$ cat config.mk
export PLATFORM = sky130hd
export DESIGN_NAME = tbase_timer
export DESIGN_NICKNAME = d
export VERILOG_FILES = /design/src/rtl/tbase_pkg.sv /design/src/rtl/tbase_regs.sv /design/src/rtl/tbase_prescaler.sv /design/src/rtl/tbase_counter.sv /design/src/rtl/tbase_timer.sv
export SDC_FILE = /design/constraint.sdc
export NUM_CORES = 1
export LEC_CHECK = 0
export BUFFER_PORTS_ARGS = -buffer_cell sky130_fd_sc_hd__buf_2
export CORE_MARGIN = 2
export CORE_UTILIZATION = 60
export DETAILED_ROUTE_END_ITERATION = 10
export PLACE_DENSITY_LB_ADDON = 0.05
export SYNTH_ARGS = -nofsm -noshare
export SYNTH_HDL_FRONTEND = slang
export SYNTH_SLANG_ARGS = --single-unit
$ cat constraint.sdc
create_clock -name clk -period 5.15 [get_ports clk]
set_clock_uncertainty 0.15 [all_clocks]
set_input_delay 1.545 -clock clk [delete_from_list [all_inputs] [get_ports clk]]
set_output_delay 1.545 -clock clk [all_outputs]
set_load 0.005 [all_outputs]
$ cat src/rtl/tbase_pkg.sv
package tbase_pkg;

    typedef enum logic [1:0] {
        ADDR_CTRL = 2'd0,
        ADDR_PSC  = 2'd1,
        ADDR_LIM  = 2'd2,
        ADDR_NONE = 2'd3
    } addr_e;

    localparam int CTL_RUN   = 0;
    localparam int CTL_BUF   = 1;
    localparam int CTL_QUIET = 2;
    localparam int CTL_FORCE = 3;

    typedef struct packed {
        logic run;
        logic buf_lim;
        logic quiet;
    } ctrl_t;

endpackage

$ cat src/rtl/tbase_regs.sv
module tbase_regs
    import tbase_pkg::*;
#(
    parameter int PSC_W  = 16,
    parameter int CNT_W  = 16,
    parameter int DATA_W = 16
) (
    input  logic              clk,
    input  logic              rst,
    input  logic              wr_en,
    input  logic [1:0]        wr_addr,
    input  logic [DATA_W-1:0] wr_data,
    input  logic [1:0]        rd_addr,
    output logic [DATA_W-1:0] rd_data,
    output ctrl_t             ctrl,
    output logic [PSC_W-1:0]  psc_pre,
    output logic [CNT_W-1:0]  lim_pre,
    output logic              sw_req
);

    typedef struct packed {
        ctrl_t            ctl;
        logic [PSC_W-1:0] psc;
        logic [CNT_W-1:0] lim;
    } regs_t;

    regs_t r_d, r_q;

    always_comb begin
        r_d = r_q;
        if (wr_en) begin
            unique case (addr_e'(wr_addr))
                ADDR_CTRL: begin
                    r_d.ctl.run     = wr_data[CTL_RUN];
                    r_d.ctl.buf_lim = wr_data[CTL_BUF];
                    r_d.ctl.quiet   = wr_data[CTL_QUIET];
                end
                ADDR_PSC: r_d.psc = wr_data[PSC_W-1:0];
                ADDR_LIM: r_d.lim = wr_data[CNT_W-1:0];
                default: ;
            endcase
        end
    end

    always_ff @(posedge clk) begin
        if (rst) r_q <= '0;
        else     r_q <= r_d;
    end

    assign sw_req  = wr_en && (addr_e'(wr_addr) == ADDR_CTRL) && wr_data[CTL_FORCE];
    assign ctrl    = r_q.ctl;
    assign psc_pre = r_q.psc;
    assign lim_pre = r_q.lim;

    always_comb begin
        rd_data = '0;
        unique case (addr_e'(rd_addr))
            ADDR_CTRL: begin
                rd_data[CTL_RUN]   = r_q.ctl.run;
                rd_data[CTL_BUF]   = r_q.ctl.buf_lim;
                rd_data[CTL_QUIET] = r_q.ctl.quiet;
            end
            ADDR_PSC: rd_data = DATA_W'(r_q.psc);
            ADDR_LIM: rd_data = DATA_W'(r_q.lim);
            default:  rd_data = '0;
        endcase
    end

endmodule

$ cat src/rtl/tbase_prescaler.sv
module tbase_prescaler #(
    parameter int PSC_W = 16
) (
    input  logic             clk,
    input  logic             rst,
    input  logic             en,
    input  logic             uev,
    input  logic             sw_clr,
    input  logic [PSC_W-1:0] psc_pre,
    output logic             tick,
    output logic [PSC_W-1:0] psc_active
);

    typedef struct packed {
        logic [PSC_W-1:0] cnt;
        logic [PSC_W-1:0] ratio;
    } psc_t;

    psc_t p_d, p_q;

    assign tick       = en && (p_q.cnt == p_q.ratio);
    assign psc_active = p_q.ratio;

    always_comb begin
        p_d = p_q;
        if (sw_clr) begin
            p_d.cnt = '0;
        end else if (en) begin
            p_d.cnt = tick ? '0 : p_q.cnt + 1'b1;
        end
        if (uev) begin
            p_d.ratio = psc_pre;
        end
    end

    always_ff @(posedge clk) begin
        if (rst) p_q <= '0;
        else     p_q <= p_d;
    end

endmodule

$ cat src/rtl/tbase_counter.sv
module tbase_counter #(
    parameter int CNT_W = 16
) (
    input  logic             clk,
    input  logic             rst,
    input  logic             tick,
    input  logic             sw_clr,
    input  logic             uev,
    input  logic             buf_lim,
    input  logic [CNT_W-1:0] lim_pre,
    output logic [CNT_W-1:0] cnt,
    output logic             ovf,
    output logic [CNT_W-1:0] lim_active
);

    typedef struct packed {
        logic [CNT_W-1:0] cnt;
        logic [CNT_W-1:0] lim;
    } ctr_t;

    ctr_t c_d, c_q;

    assign lim_active = buf_lim ? c_q.lim : lim_pre;
    assign ovf        = tick && (c_q.cnt == lim_active);
    assign cnt        = c_q.cnt;

    always_comb begin
        c_d = c_q;
        if (sw_clr) begin
            c_d.cnt = '0;
        end else if (tick) begin
            c_d.cnt = ovf ? '0 : c_q.cnt + 1'b1;
        end
        if (!buf_lim || uev) begin
            c_d.lim = lim_pre;
        end
    end

    always_ff @(posedge clk) begin
        if (rst) c_q <= '0;
        else     c_q <= c_d;
    end

endmodule

$ cat src/rtl/tbase_timer.sv
module tbase_timer
    import tbase_pkg::*;
#(
    parameter  int CNT_W  = 16,
    parameter  int PSC_W  = 16,
    localparam int DATA_W = (CNT_W > PSC_W) ? CNT_W : PSC_W
) (
    input  logic              clk,
    input  logic              rst,
    input  logic              wr_en,
    input  logic [1:0]        wr_addr,
    input  logic [DATA_W-1:0] wr_data,
    input  logic [1:0]        rd_addr,
    output logic [DATA_W-1:0] rd_data,
    output logic [CNT_W-1:0]  cnt_o,
    output logic              uev_o,
    output logic              cnt_en_o
);

    typedef struct packed {
        logic en;
        logic uev;
    } top_t;

    top_t t_d, t_q;

    ctrl_t            ctrl;
    logic [PSC_W-1:0] psc_pre;
    logic [CNT_W-1:0] lim_pre;
    logic             sw_req;
    logic             tick;
    logic             ovf;
    logic             uev_now;
    logic [PSC_W-1:0] psc_active;
    logic [CNT_W-1:0] lim_active;
    logic             ctl_run;
    logic             ctl_buf;
    logic             ctl_quiet;

    assign ctl_run   = ctrl.run;
    assign ctl_buf   = ctrl.buf_lim;
    assign ctl_quiet = ctrl.quiet;

    tbase_regs #(
        .PSC_W (PSC_W),
        .CNT_W (CNT_W),
        .DATA_W(DATA_W)
    ) i_regs (
        .clk    (clk),
        .rst    (rst),
        .wr_en  (wr_en),
        .wr_addr(wr_addr),
        .wr_data(wr_data),
        .rd_addr(rd_addr),
        .rd_data(rd_data),
        .ctrl   (ctrl),
        .psc_pre(psc_pre),
        .lim_pre(lim_pre),
        .sw_req (sw_req)
    );

    tbase_prescaler #(
        .PSC_W(PSC_W)
    ) i_psc (
        .clk       (clk),
        .rst       (rst),
        .en        (t_q.en),
        .uev       (uev_now),
        .sw_clr    (sw_req),
        .psc_pre   (psc_pre),
        .tick      (tick),
        .psc_active(psc_active)
    );

    tbase_counter #(
        .CNT_W(CNT_W)
    ) i_ctr (
        .clk       (clk),
        .rst       (rst),
        .tick      (tick),
        .sw_clr    (sw_req),
        .uev       (uev_now),
        .buf_lim   (ctl_buf),
        .lim_pre   (lim_pre),
        .cnt       (cnt_o),
        .ovf       (ovf),
        .lim_active(lim_active)
    );

    assign uev_now = sw_req || (ovf && !ctl_quiet);

    always_comb begin
        t_d     = t_q;
        t_d.en  = ctl_run;
        t_d.uev = uev_now;
    end

    always_ff @(posedge clk) begin
        if (rst) t_q <= '0;
        else     t_q <= t_d;
    end

    assign uev_o    = t_q.uev;
    assign cnt_en_o = t_q.en;

endmodule

==> impl_table.tex, run 1 <==
\begin{tabular}{lr}
\hline
Metric & Value \\
\hline
\multicolumn{2}{l}{\textbf{STA}} \\
Total of endpoints with negative setup slack in the final report & 0 \\
Setup repair after global routing missed its margin & no \\
Final sum of negative setup slack & 0 ns \\
Final-report max-slew violation count & 0 \\
Final min period & 4.44 ns \\
Relative slew slack & 27.9\% \\
Hold violation count in the final report & 0 \\
Final worst setup slack & 0.713 ns \\
Share of the clock period used by the worst path & 86.2\% \\
Fmax & 225 MHz \\
Transition time at the pin with the least slew margin & 1.08 ns \\
\multicolumn{2}{l}{\textbf{Worst setup path}} \\
Crit path top cell by count & buf\_2 \\
Worst setup path startpoint & rd\_addr[0] \\
Maximum cell stage delay along the critical path & 0.52 ns \\
Nature of the critical path endpoint & output pin \\
Worst path arrival time & 2.74 ns \\
Class of the most critical setup path & input pin to output pin \\
Cell with the biggest individual delay on the critical path & ha\_1 \\
Setup crit start kind & input pin \\
Cells along the critical path & buf\_2, inv\_1, ha\_1, a22oi\_1, nor2b\_1, buf\_2 \\
Data required time of the critical path & 3.46 ns \\
Startpoint of the worst-slack reg-to-reg timing path & i\_regs.ctrl[1] \\
Crit-path max FO & 16 \\
\multicolumn{2}{l}{\textbf{Clock network}} \\
Clock Latency Late Sink & 0.36 ns \\
Clock transition at the registers of the reported paths & 0.10 ns \\
Root Buffer Master & clkbuf\_8 \\
Total of hold buffers inserted after clock tree synthesis & 0 \\
TritonCTS Buffers & 9 \\
Bufs on Longest Clock Path & 2 \\
Number of H-tree branching levels & 3 \\
TritonCTS sink count & 101 \\
Post\_cts resized & 0 \\
CTS tree & built \\
Number of post-CTS setup repair buffers & 0 \\
\multicolumn{2}{l}{\textbf{Logic synthesis}} \\
Proportion of synthesized chip area in sequential cells & 38.9\% \\
Synthesized instance count & 589 \\
Number of library cell types mapped by synthesis & 43 \\
Post-Synthesis Mean Instance Area & 8.81 µm² \\
Cell area after synthesis & 0.00519 mm² \\
Number of register bits inferred by synthesis & 101 \\
Synthesized netlist net count & 618 \\
Warnings from Yosys & 0 \\
\multicolumn{2}{l}{\textbf{Global route}} \\
Initial antenna violation count & 0 \\
Gr usage total & 24.8\% \\
Maximum number of pins on one net before global-route repair & 60 \\
First-pass GRT wire length & 19.1 mm \\
Number of global-route vias before repair & 3858 \\
Residual overflow from global routing & 0 \\
\multicolumn{2}{l}{\textbf{Routing}} \\
Antenna violation net count after detailed routing & 0 \\
Post-detailed-route DRC marker count & 0 \\
Post-DR wirelength/cell & 15.9 µm \\
Number of iterations in the first detailed-routing pass & 5 \\
DRT Wirelength & 11.4 mm \\
Via total after detailed routing & 3955 \\
Post-detailed-route via-to-cell ratio & 5.50 \\
DRC marker count from the first detailed-route iteration & 219 \\
\multicolumn{2}{l}{\textbf{Pwr}} \\
Power density over the cells & 245 mW/mm² \\
Worst vdd ir & 0.137 mV \\
Overall power consumption & 1.35 mW \\
Pleak & 2.20 nW \\
\multicolumn{2}{l}{\textbf{Place}} \\
Routability congestion estimate & 0.890 \\
Place WS & 0.742 ns \\
Placed cell area & 0.00534 mm² \\
Port-buffer cells & 56 \\
Detailed Place HPWL & 8.33 mm \\
\multicolumn{2}{l}{\textbf{Status}} \\
Outcome & complete, no violations \\
\multicolumn{2}{l}{\textbf{Layout}} \\
Leading cell type in the layout, fill and taps excluded & dfxtp\_1 \\
Number of nets in the final layout & 639 \\
Final instance area & 0.00549 mm² \\
Final Core Density & 66.2\% \\
Share of final-layout standard cells stronger than drive strength 1 & 15.6\% \\
Count of antenna diodes in the layout & 0 \\
Commonest cells after routing, fill and taps aside & dfxtp\_1 (101), nand2\_1 (80), buf\_2 (56) \\
Area added between synthesis and finish & 5.83\% \\
\multicolumn{2}{l}{\textbf{Die}} \\
Full die area & 0.00941 mm² \\
Width of the die & 97.0 µm \\
Core Footprint & 0.00830 mm² \\
Die span in y & 97.0 µm \\
Ports placed on the boundary & 57 \\
Initial cell density of the core & 62.6\% \\
Standard-cell row count & 33 \\
\multicolumn{2}{l}{\textbf{Min path}} \\
Worst hold path class & flop to flop \\
Hold\_sp & i\_ctr.c\_q[0] \\
\multicolumn{2}{l}{\textbf{Run}} \\
Number of max-cap violations & 0 \\
\hline
\end{tabular}
## worst paths after layout
path | slack [ns] | cells after the start | end
worst max-delay path | 0.71 | 6 | rd_data[11]
worst min register to register | 0.33 | 2 | i_ctr.c_q[0]
worst max register to register | 1.48 | 6 | i_ctr.c_q[13]
worst min-delay path | 0.33 | 2 | i_ctr.c_q[0]
## Yosys cell counts (all sizes together)
cell | n | area share, %
nand2 | 81 | 6.0
a222oi | 3 | 0.58
nor3b | 3 | 0.53
and3 | 7 | 0.87
nand3b | 2 | 0.29
o21ai | 7 | 0.67
nand4b | 1 | 0.17
nor2b | 14 | 1.7
or4 | 2 | 0.36
and3b | 2 | 0.34
o311ai | 1 | 0.51
nand3 | 11 | 1.1
o31a | 1 | 0.17
and2 | 2 | 0.24
clkbuf | 25 | 1.8
nor4 | 7 | 0.84
or3 | 6 | 0.72
mux2i | 51 | 9.8
xnor2 | 33 | 5.6
xor2 | 22 | 3.7
inv | 4 | 0.29
buf | 23 | 3.6
nor2 | 32 | 2.3
nand2b | 47 | 5.7
a21oi | 44 | 4.2
nand4 | 14 | 1.7
or2b | 20 | 3.3
dfxtp | 101 | 39
nor3 | 3 | 0.51
ha | 6 | 1.4
or3b | 1 | 0.17
a22oi | 13 | 1.9
## layout make-up
type	instances	area, µm²
tap	105	131
clock buffer	10	128
multi-input combinational	436	2870
clock inverter	5	28.8
inverter	4	15.0
sequential	101	2020
timing repair buffer	58	295
fill	739	2810
## worst max-delay path: cells and delay by family
kind | cells | cell delay (ns)
and+or+nand+nor | 1 | 0.16
adders and majority gates | 1 | 0.52
buffers and inverters | 3 | 0.33
AOI/OAI and AO/OA | 1 | 0.18
## routing by layer
metal | routed length (µm) | GRT usage [%]
met4 | 250 | 7.91
met5 | 0 | 0
met2 | 5070 | 38.4
met3 | 641 | 4.99
met1 | 5490 | 35.0
## report_power, final
group          internal (mW)  switching (mW)
Clock                  0.171           0.256
Combinational         0.0476          0.0647
Sequential             0.793          0.0161
Total                   1.01           0.336
## metrics by stage
stage | hold WS, ns | instances
after floorplan | 0.298 | 589
after global placement | 0.309 | 704
after detailed placement | 0.321 | 704
after CTS | 0.337 | 719
after global routing | 0.356 | 719
final | 0.332 | 719
## sequential cells by signal, indices dropped and copies added, names as in the netlist
register	count
uev_o	1
cnt_en_o	1
i_ctr.cnt	16
i_regs.ctrl	3
i_psc.psc_active	16
i_ctr.c_q	16
i_psc.p_q	16
i_regs.lim_pre	16
i_regs.psc_pre	16
## cell families after synthesis
kind of cell	count (synthesis)	synth area share [%]
AO/OA/AOI/OAI	69	8.05
XOR/XNOR	55	9.28
adder cells (fa/ha/maj)	6	1.45
buffers and inverters	52	5.69
flip-flops	101	38.9
multiplexers	51	9.83
AND/OR/NAND/NOR	255	26.8
(Power assumes the default switching activity.)
==> run 2: changes to the inputs <==
Settings changed: ABC_AREA set to 1, CORE_MARGIN 2 to not set.
==> run 2 against run 1 <==
  * The flow now finishes with violations (design-rule violations)
  * Non-clock buffer count rose by 2
  * First-iteration DRC count rose by 75%
  * Clock power rose by 32%
  * Synthesized cell count rose by 46%
  * Sequential power rose by 2%
  * Total power rose by 15%
  * Sequential cell count did not move
  * Fmax barely moved
  * Area after synthesis rose by 7.1%
  * Worst setup slack improved by 0.0027 ns
  * Largest cell class unchanged
  * Largest power group unchanged
==> impl_table.tex, run 2 <==
\begin{tabular}{lr}
\hline
Metric & Value \\
\hline
\multicolumn{2}{l}{\textbf{STA}} \\
Transition time at the pin with the least slew margin & 1.10 ns (was 1.08 ns) \\
Relative slew slack & 26.3\% (was 27.9\%) \\
Total of endpoints with negative setup slack in the final report & 0 (unchanged) \\
Fmax & 226 MHz (was 225 MHz) \\
Final min period & 4.43 ns (was 4.44 ns) \\
Setup repair after global routing missed its margin & no (unchanged) \\
Hold violation count in the final report & 0 (unchanged) \\
Share of the clock period used by the worst path & 86.1\% (was 86.2\%) \\
Final-report max-slew violation count & 0 (unchanged) \\
Hold slack & 0.344 ns (was 0.332 ns) \\
Final sum of negative setup slack & 0 ns (unchanged) \\
\multicolumn{2}{l}{\textbf{Worst setup path}} \\
Critical path's top delay family & adder cells (unchanged) \\
Class of the most critical setup path & input pin to output pin (unchanged) \\
Worst setup path startpoint & rd\_addr[0] (unchanged) \\
Data required time of the critical path & 3.46 ns (about the same) \\
Cells along the critical path & buf\_2, inv\_1, ha\_1, nand2\_1, a21oi\_1, buf\_2 (was buf\_2, inv\_1, ha\_1, a22oi\_1, nor2b\_1, buf\_2) \\
Worst path arrival time & 2.74 ns (about the same) \\
Crit-path max FO & 16 (unchanged) \\
Crit path top cell by count & buf\_2 (unchanged) \\
Nature of the critical path endpoint & output pin (unchanged) \\
Setup crit start kind & input pin (unchanged) \\
Startpoint of the worst-slack reg-to-reg timing path & i\_regs.ctrl[1] (unchanged) \\
Number of buffer and inverter stages on the critical path & 3 (unchanged) \\
Maximum cell stage delay along the critical path & 0.56 ns (was 0.52 ns) \\
Cell with the biggest individual delay on the critical path & ha\_1 (unchanged) \\
\multicolumn{2}{l}{\textbf{Routing}} \\
DRT Wirelength & 14.3 mm (was 11.4 mm) \\
Post-DR wirelength/cell & 14.3 µm (was 15.9 µm) \\
Via total after detailed routing & 5502 (was 3955) \\
DRC marker count from the first detailed-route iteration & 383 (was 219) \\
Post-detailed-route DRC marker count & 2 (was 0) \\
Antenna violation net count after detailed routing & 0 (unchanged) \\
Number of iterations in the first detailed-routing pass & 10 (was 5) \\
Post-detailed-route via-to-cell ratio & 5.52 (was 5.50) \\
\multicolumn{2}{l}{\textbf{Logic synthesis}} \\
Fraction of registers with async set or reset after synthesis & 0\% (unchanged) \\
Proportion of synthesized chip area in sequential cells & 36.4\% (was 38.9\%) \\
Top\_reg\_cell synth & dfxtp\_1 (unchanged) \\
Most instantiated library cell after synthesis & nand2\_1 (was dfxtp\_1) \\
Count of flip-flops with a built-in enable after synthesis & 0 (unchanged) \\
Synthesized instance count & 862 (was 589) \\
Post-Synthesis Mean Instance Area & 6.45 µm² (was 8.81 µm²) \\
Cell types with the largest area share after synthesis & dfxtp\_1 (36\%), nand2\_1 (16\%), inv\_1 (7.7\%) (was dfxtp\_1 (39\%), mux2i\_1 (9.8\%), nand2\_1 (5.8\%)) \\
Synth top area share & 36.4\% (was 38.9\%) \\
Number of register bits inferred by synthesis & 101 (unchanged) \\
Library cell occupying the most area in the post-synthesis netlist & dfxtp\_1 (unchanged) \\
Commonest cells post-synth & nand2\_1 (233), inv\_1 (114), dfxtp\_1 (101) (was dfxtp\_1 (101), nand2\_1 (80), mux2i\_1 (51)) \\
Number of library cell types mapped by synthesis & 34 (was 43) \\
Warnings from Yosys & 0 (unchanged) \\
Synthesized netlist net count & 891 (was 618) \\
Cell area after synthesis & 0.00556 mm² (was 0.00519 mm²) \\
\multicolumn{2}{l}{\textbf{Global route}} \\
Gr usage total & 31.2\% (was 24.8\%) \\
First-pass GRT wire length & 23.8 mm (was 19.1 mm) \\
Initial antenna violation count & 0 (unchanged) \\
Maximum number of pins on one net before global-route repair & 52 (was 60) \\
Number of global-route vias before repair & 4880 (was 3858) \\
Residual overflow from global routing & 0 (unchanged) \\
\multicolumn{2}{l}{\textbf{Die}} \\
Initial cell density of the core & 62.8\% (was 62.6\%) \\
Standard-cell row count & 34 (was 33) \\
Ports placed on the boundary & 57 (unchanged) \\
Die span in y & 98.2 µm (was 97.0 µm) \\
Core Footprint & 0.00885 mm² (was 0.00830 mm²) \\
Full die area & 0.00965 mm² (was 0.00941 mm²) \\
Width of the die & 98.2 µm (was 97.0 µm) \\
\multicolumn{2}{l}{\textbf{Clock network}} \\
Post\_cts resized & 0 (unchanged) \\
Number of post-CTS setup repair buffers & 0 (unchanged) \\
TritonCTS sink count & 101 (unchanged) \\
Root Buffer Master & clkbuf\_8 (unchanged) \\
Number of H-tree branching levels & 3 (unchanged) \\
Clock transition at the registers of the reported paths & 0.11 ns (was 0.10 ns) \\
Bufs on Longest Clock Path & 2 (unchanged) \\
CTS tree & built (unchanged) \\
Total of hold buffers inserted after clock tree synthesis & 0 (unchanged) \\
TritonCTS Buffers & 9 (unchanged) \\
Clock Latency Late Sink & 0.38 ns (was 0.36 ns) \\
\multicolumn{2}{l}{\textbf{Run}} \\
Number of max-cap violations & 0 (unchanged) \\
\multicolumn{2}{l}{\textbf{Status}} \\
Outcome & complete, but fails checks (was complete, no violations) \\
Violations in the final reports & design-rule violations \\
\multicolumn{2}{l}{\textbf{Layout}} \\
Final Core Density & 67.2\% (was 66.2\%) \\
Leading cell type in the layout, fill and taps excluded & nand2\_1 (was dfxtp\_1) \\
Share of final-layout standard cells stronger than drive strength 1 & 9.67\% (was 15.6\%) \\
Number of nets in the final layout & 913 (was 639) \\
Count of antenna diodes in the layout & 0 (unchanged) \\
Commonest cells after routing, fill and taps aside & nand2\_1 (233), inv\_1 (114), dfxtp\_1 (101) (was dfxtp\_1 (101), nand2\_1 (80), buf\_2 (56)) \\
Area added between synthesis and finish & 7.02\% (was 5.83\%) \\
\multicolumn{2}{l}{\textbf{Place}} \\
Port-buffer cells & 56 (unchanged) \\
Detailed Place HPWL & 10.8 mm (was 8.33 mm) \\
Routability congestion estimate & 0.932 (was 0.890) \\
\multicolumn{2}{l}{\textbf{Pwr}} \\
Worst vdd ir & 0.163 mV (was 0.137 mV) \\
Power density over the cells & 261 mW/mm² (was 245 mW/mm²) \\
Pleak & 2.57 nW (was 2.20 nW) \\
\multicolumn{2}{l}{\textbf{Min path}} \\
Worst hold path class & flop to flop (unchanged) \\
Hold\_sp & i\_regs.psc\_pre[14] (was i\_ctr.c\_q[0]) \\
\hline
\end{tabular}
[run 2: changes by cell type after synthesis, sizes merged, moves of 30 or more]
| cell | change |
|---|---|
| nand2b | -47 |
| o21ai | +43 |
| mux2i | -51 |
| nand3 | +38 |
| nor2 | +60 |
| inv | +114 |
| nand2 | +153 |
| xnor2 | -30 |
[run 2: final cells by class]
cell class                      count  area, µm²
Timing Repair Buffer               60        310
Fill cell                         834       2900
Clock buffer                        9        124
Multi-Input combinational cell    593       2810
Inverter                          119        447
Sequential cell                   101       2020
Tap cell                          108        135
Clock inverter                      7        105
[run 2: stage by stage]
step                      cell area, µm²  instances  power [mW]  worst slack, ns
after floorplan                     5560        862       0.958             1.00
after global placement              5720        981        1.00            0.859
after detailed placement            5720        981        1.01            0.752
after CTS                           5950        997        1.56            0.743
after global routing                5950        997        1.62            0.603
final                               5950        997        1.55            0.715
[run 2: path summary, 6_finish.rpt]
| check | endpoint | cells after the start | slack [ns] |
|---|---|---|---|
| worst max-delay path | rd_data[5] | 6 | 0.72 |
| worst min-delay path | i_psc.psc_active[14] | 2 | 0.34 |
| worst max register to register | i_ctr.c_q[14] | 14 | 1.83 |
| worst min register to register | i_psc.psc_active[14] | 2 | 0.34 |
[run 2: power breakdown]
group | internal, mW | switching, mW
combinational | 0.0528 | 0.111
sequential | 0.804 | 0.0220
clock | 0.242 | 0.320
[run 2: kinds of logic after synthesis]
logic type,Yosys count,synth area share (%)
and+or+nand+nor,444,34.6
AOI/OAI and AO/OA,127,12.0
xor gates and xnor gates,16,2.52
buffers and inverters,168,13.1
DFF,101,36.4
adders and majority gates,6,1.35
[run 2: worst reg2reg max path: stages, from the launching register on]
cell and delay [ns]:
dfxtp_1 0.91, buf_4 0.41, nand2_1 0.13, nand2_1 0.09, nand2_1 0.05, nand2_1 0.09
nand2_1 0.05, nor2_1 0.10, nand2_1 0.07, nor2_2 0.14, nand3_4 0.38, nand3_2 0.45
nand2_1 0.09, inv_1 0.06, nor2_1 0.04
[run 2: per-layer routing]
metal  global-route usage, %  vias up  routed length, µm
li1                        -     2774                  -
met1                    42.7     2500               6650
met2                    48.4      199               6230
met3                    6.80       29               1070
met4                    11.4        0                330
met5                       0        -                  0
==> run 3: changes to the inputs <==
Settings changed: MAX_ROUTING_LAYER set to met4.
==> run 3 against run 2 <==
  * The flow now finishes without violations
  * Total power shrank 3.1%
  * Register-to-register slack lost 0.05 ns
  * Worst setup slack gained 0.027 ns
  * Non-clock buffer count is the same
  * Routed wire length grew 1.4%
  * Die area is the same
  * Fmax grew 0.62%
  * Sequential cell count is the same
  * Largest cell class unchanged
  * Largest power group unchanged
==> impl_table.tex, run 3 (synthesis gave the netlist of run 2 again) <==
\begin{tabular}{lr}
\hline
Metric & Value \\
\hline
\multicolumn{2}{l}{\textbf{Die}} \\
Full die area & 0.00965 mm² (unchanged) \\
Standard-cell row count & 34 (unchanged) \\
Initial cell density of the core & 62.8\% (unchanged) \\
Width of the die & 98.2 µm (unchanged) \\
Ports placed on the boundary & 57 (unchanged) \\
Die span in y & 98.2 µm (unchanged) \\
Core Footprint & 0.00885 mm² (unchanged) \\
\multicolumn{2}{l}{\textbf{Layout}} \\
Filler cell count & 852 (was 834) \\
Area used by sequential logic in the layout & 0.00202 mm² (unchanged) \\
Number of nets in the final layout & 913 (unchanged) \\
Leading cell type in the layout, fill and taps excluded & nand2\_1 (unchanged) \\
Count of antenna diodes in the layout & 0 (unchanged) \\
Multi-input logic area & 0.00281 mm² (unchanged) \\
Filler-free cell count of the finished design & 997 (unchanged) \\
Commonest cells after routing, fill and taps aside & nand2\_1 (233), inv\_1 (114), dfxtp\_1 (101) (unchanged) \\
Share of final-layout standard cells stronger than drive strength 1 & 9.67\% (unchanged) \\
Area added between synthesis and finish & 6.46\% (was 7.02\%) \\
\multicolumn{2}{l}{\textbf{Worst setup path}} \\
Critical path's top delay family & adder cells (unchanged) \\
Number of logic stages on the critical path including buffering & 6 (unchanged) \\
Nature of the critical path endpoint & output pin (unchanged) \\
Number of buffer and inverter stages on the critical path & 3 (unchanged) \\
Minimum setup slack among reg-to-reg paths & 1.78 ns (was 1.83 ns) \\
Crit-path max FO & 16 (unchanged) \\
Worst R2R Path Depth & 14 (unchanged) \\
Class of the most critical setup path & input pin to output pin (unchanged) \\
Setup crit start kind & input pin (unchanged) \\
Critical register-to-register path endpoint & i\_ctr.c\_q[15] (was i\_ctr.c\_q[14]) \\
Worst path arrival time & 2.71 ns (was 2.74 ns) \\
Data required time of the critical path & 3.46 ns (about the same) \\
Cell with the biggest individual delay on the critical path & ha\_1 (unchanged) \\
Cells along the critical path & buf\_2, inv\_1, ha\_1, nand2\_1, a21oi\_1, buf\_2 (unchanged) \\
Crit path top cell by count & buf\_2 (unchanged) \\
Startpoint of the worst-slack reg-to-reg timing path & i\_regs.ctrl[1] (unchanged) \\
Maximum cell stage delay along the critical path & 0.53 ns (was 0.56 ns) \\
\multicolumn{2}{l}{\textbf{Min path}} \\
Hold\_sp & i\_regs.psc\_pre[14] (unchanged) \\
Capture endpoint of the worst hold path & i\_psc.psc\_active[14] (unchanged) \\
Number of instances on the worst hold path & 2 (unchanged) \\
Worst hold path class & flop to flop (unchanged) \\
\multicolumn{2}{l}{\textbf{Pwr}} \\
Pleak & 2.56 nW (was 2.57 nW) \\
Worst vdd ir & 0.141 mV (was 0.163 mV) \\
Power density over the cells & 254 mW/mm² (was 261 mW/mm²) \\
\multicolumn{2}{l}{\textbf{Clock network}} \\
Post\_cts resized & 0 (unchanged) \\
CTS tree & built (unchanged) \\
Number of post-CTS setup repair buffers & 0 (unchanged) \\
Root Buffer Master & clkbuf\_8 (unchanged) \\
Number of H-tree branching levels & 3 (unchanged) \\
TritonCTS Buffers & 9 (unchanged) \\
Bufs on Longest Clock Path & 2 (unchanged) \\
Clock Latency Late Sink & 0.38 ns (about the same) \\
TritonCTS sink count & 101 (unchanged) \\
Total of hold buffers inserted after clock tree synthesis & 0 (unchanged) \\
Clock transition at the registers of the reported paths & 0.11 ns (about the same) \\
\multicolumn{2}{l}{\textbf{Routing}} \\
DRC marker count from the first detailed-route iteration & 346 (was 383) \\
Post-detailed-route via-to-cell ratio & 5.48 (was 5.52) \\
Post-detailed-route DRC marker count & 0 (was 2) \\
Via total after detailed routing & 5468 (was 5502) \\
Number of iterations in the first detailed-routing pass & 8 (was 10) \\
Antenna violation net count after detailed routing & 0 (unchanged) \\
Post-DR wirelength/cell & 14.5 µm (was 14.3 µm) \\
DRT Wirelength & 14.5 mm (was 14.3 mm) \\
\multicolumn{2}{l}{\textbf{STA}} \\
Final-report max-slew violation count & 0 (unchanged) \\
Transition time at the pin with the least slew margin & 1.11 ns (was 1.10 ns) \\
Relative slew slack & 26.1\% (was 26.3\%) \\
Final min period & 4.41 ns (was 4.43 ns) \\
Setup repair after global routing missed its margin & no (unchanged) \\
Total of endpoints with negative setup slack in the final report & 0 (unchanged) \\
Share of the clock period used by the worst path & 85.6\% (was 86.1\%) \\
Final worst setup slack & 0.743 ns (was 0.715 ns) \\
Hold violation count in the final report & 0 (unchanged) \\
Final sum of negative setup slack & 0 ns (unchanged) \\
Fmax & 227 MHz (was 226 MHz) \\
\multicolumn{2}{l}{\textbf{Place}} \\
Place WS & 0.751 ns (was 0.752 ns) \\
Cell total after placement & 981 (unchanged) \\
Detailed Place HPWL & 10.9 mm (was 10.8 mm) \\
Port-buffer cells & 56 (unchanged) \\
Routability congestion estimate & 0.923 (was 0.932) \\
\multicolumn{2}{l}{\textbf{Status}} \\
Outcome & complete, no violations (was complete, but fails checks) \\
\multicolumn{2}{l}{\textbf{Global route}} \\
Gr usage total & 32.4\% (was 31.2\%) \\
Maximum number of pins on one net before global-route repair & 52 (unchanged) \\
Initial antenna violation count & 0 (unchanged) \\
Number of global-route vias before repair & 4909 (was 4880) \\
Residual overflow from global routing & 0 (unchanged) \\
First-pass GRT wire length & 24.1 mm (was 23.8 mm) \\
\multicolumn{2}{l}{\textbf{Run}} \\
Number of max-cap violations & 0 (unchanged) \\
\hline
\end{tabular}
==> run 3: layout make-up <==
class,count,share of cell area [%]
Multi-Input combinational cell,593,47.4
Clock buffer,10,2.33
Sequential cell,101,34.2
Timing Repair Buffer,60,5.24
Inverter,119,7.55
Clock inverter,6,1.02
Tap cell,108,2.28
==> run 3: power by group <==
part | internal [mW] | total [mW] | switching (mW)
Clock | 0.204 | 0.514 | 0.310
Combinational | 0.0528 | 0.163 | 0.110
Sequential | 0.804 | 0.827 | 0.0223
==> run 3: worst max path at each step <==
| stage | from | end | slack, ns |
|---|---|---|---|
| after floorplan | rd_addr[1] | rd_data[10] | 1.00 |
| after global placement | rd_addr[0] | rd_data[2] | 0.87 |
| after detailed placement | rd_addr[0] | rd_data[13] | 0.75 |
| after CTS | rd_addr[0] | rd_data[13] | 0.75 |
| after global routing | rd_addr[0] | rd_data[2] | 0.58 |
| final | rd_addr[1] | rd_data[4] | 0.74 |
==> run 3: metrics by stage <==
step	hold WS, ns	instance area, µm²	utilization [%]	power [mW]
detailed placement	0.322	5720	64.6	1.01
global placement	0.320	5720	64.6	1.00
global route	0.360	5920	66.9	1.56
finish	0.339	5920	66.9	1.50
floorplan	0.275	5560	-	0.958
CTS	0.338	5920	66.9	1.51
==> run 3: worst register-to-register path, cell delays in order (launching register included) <==
cell	delay, ns
dfxtp_1	0.96
buf_4	0.41
nand2_1	0.13
nand3_1	0.10
nand2_1	0.07
inv_1	0.05
nand2_1	0.04
nor2_1	0.08
nand2_1	0.06
nor2_2	0.15
nand3_4	0.38
nand3_2	0.45
nand2_1	0.10
inv_1	0.07
nor2_1	0.04
==> run 3: per-layer routing <==
metal / track usage, % / up-vias / share of wire (%)
met5: - / - / 0
met1: 44.8 / 2481 / 47
li1: - / 2774 / -
met2: 47.9 / 182 / 44
met4: 9.64 / 0 / 2.3
met3: 6.23 / 31 / 7.2
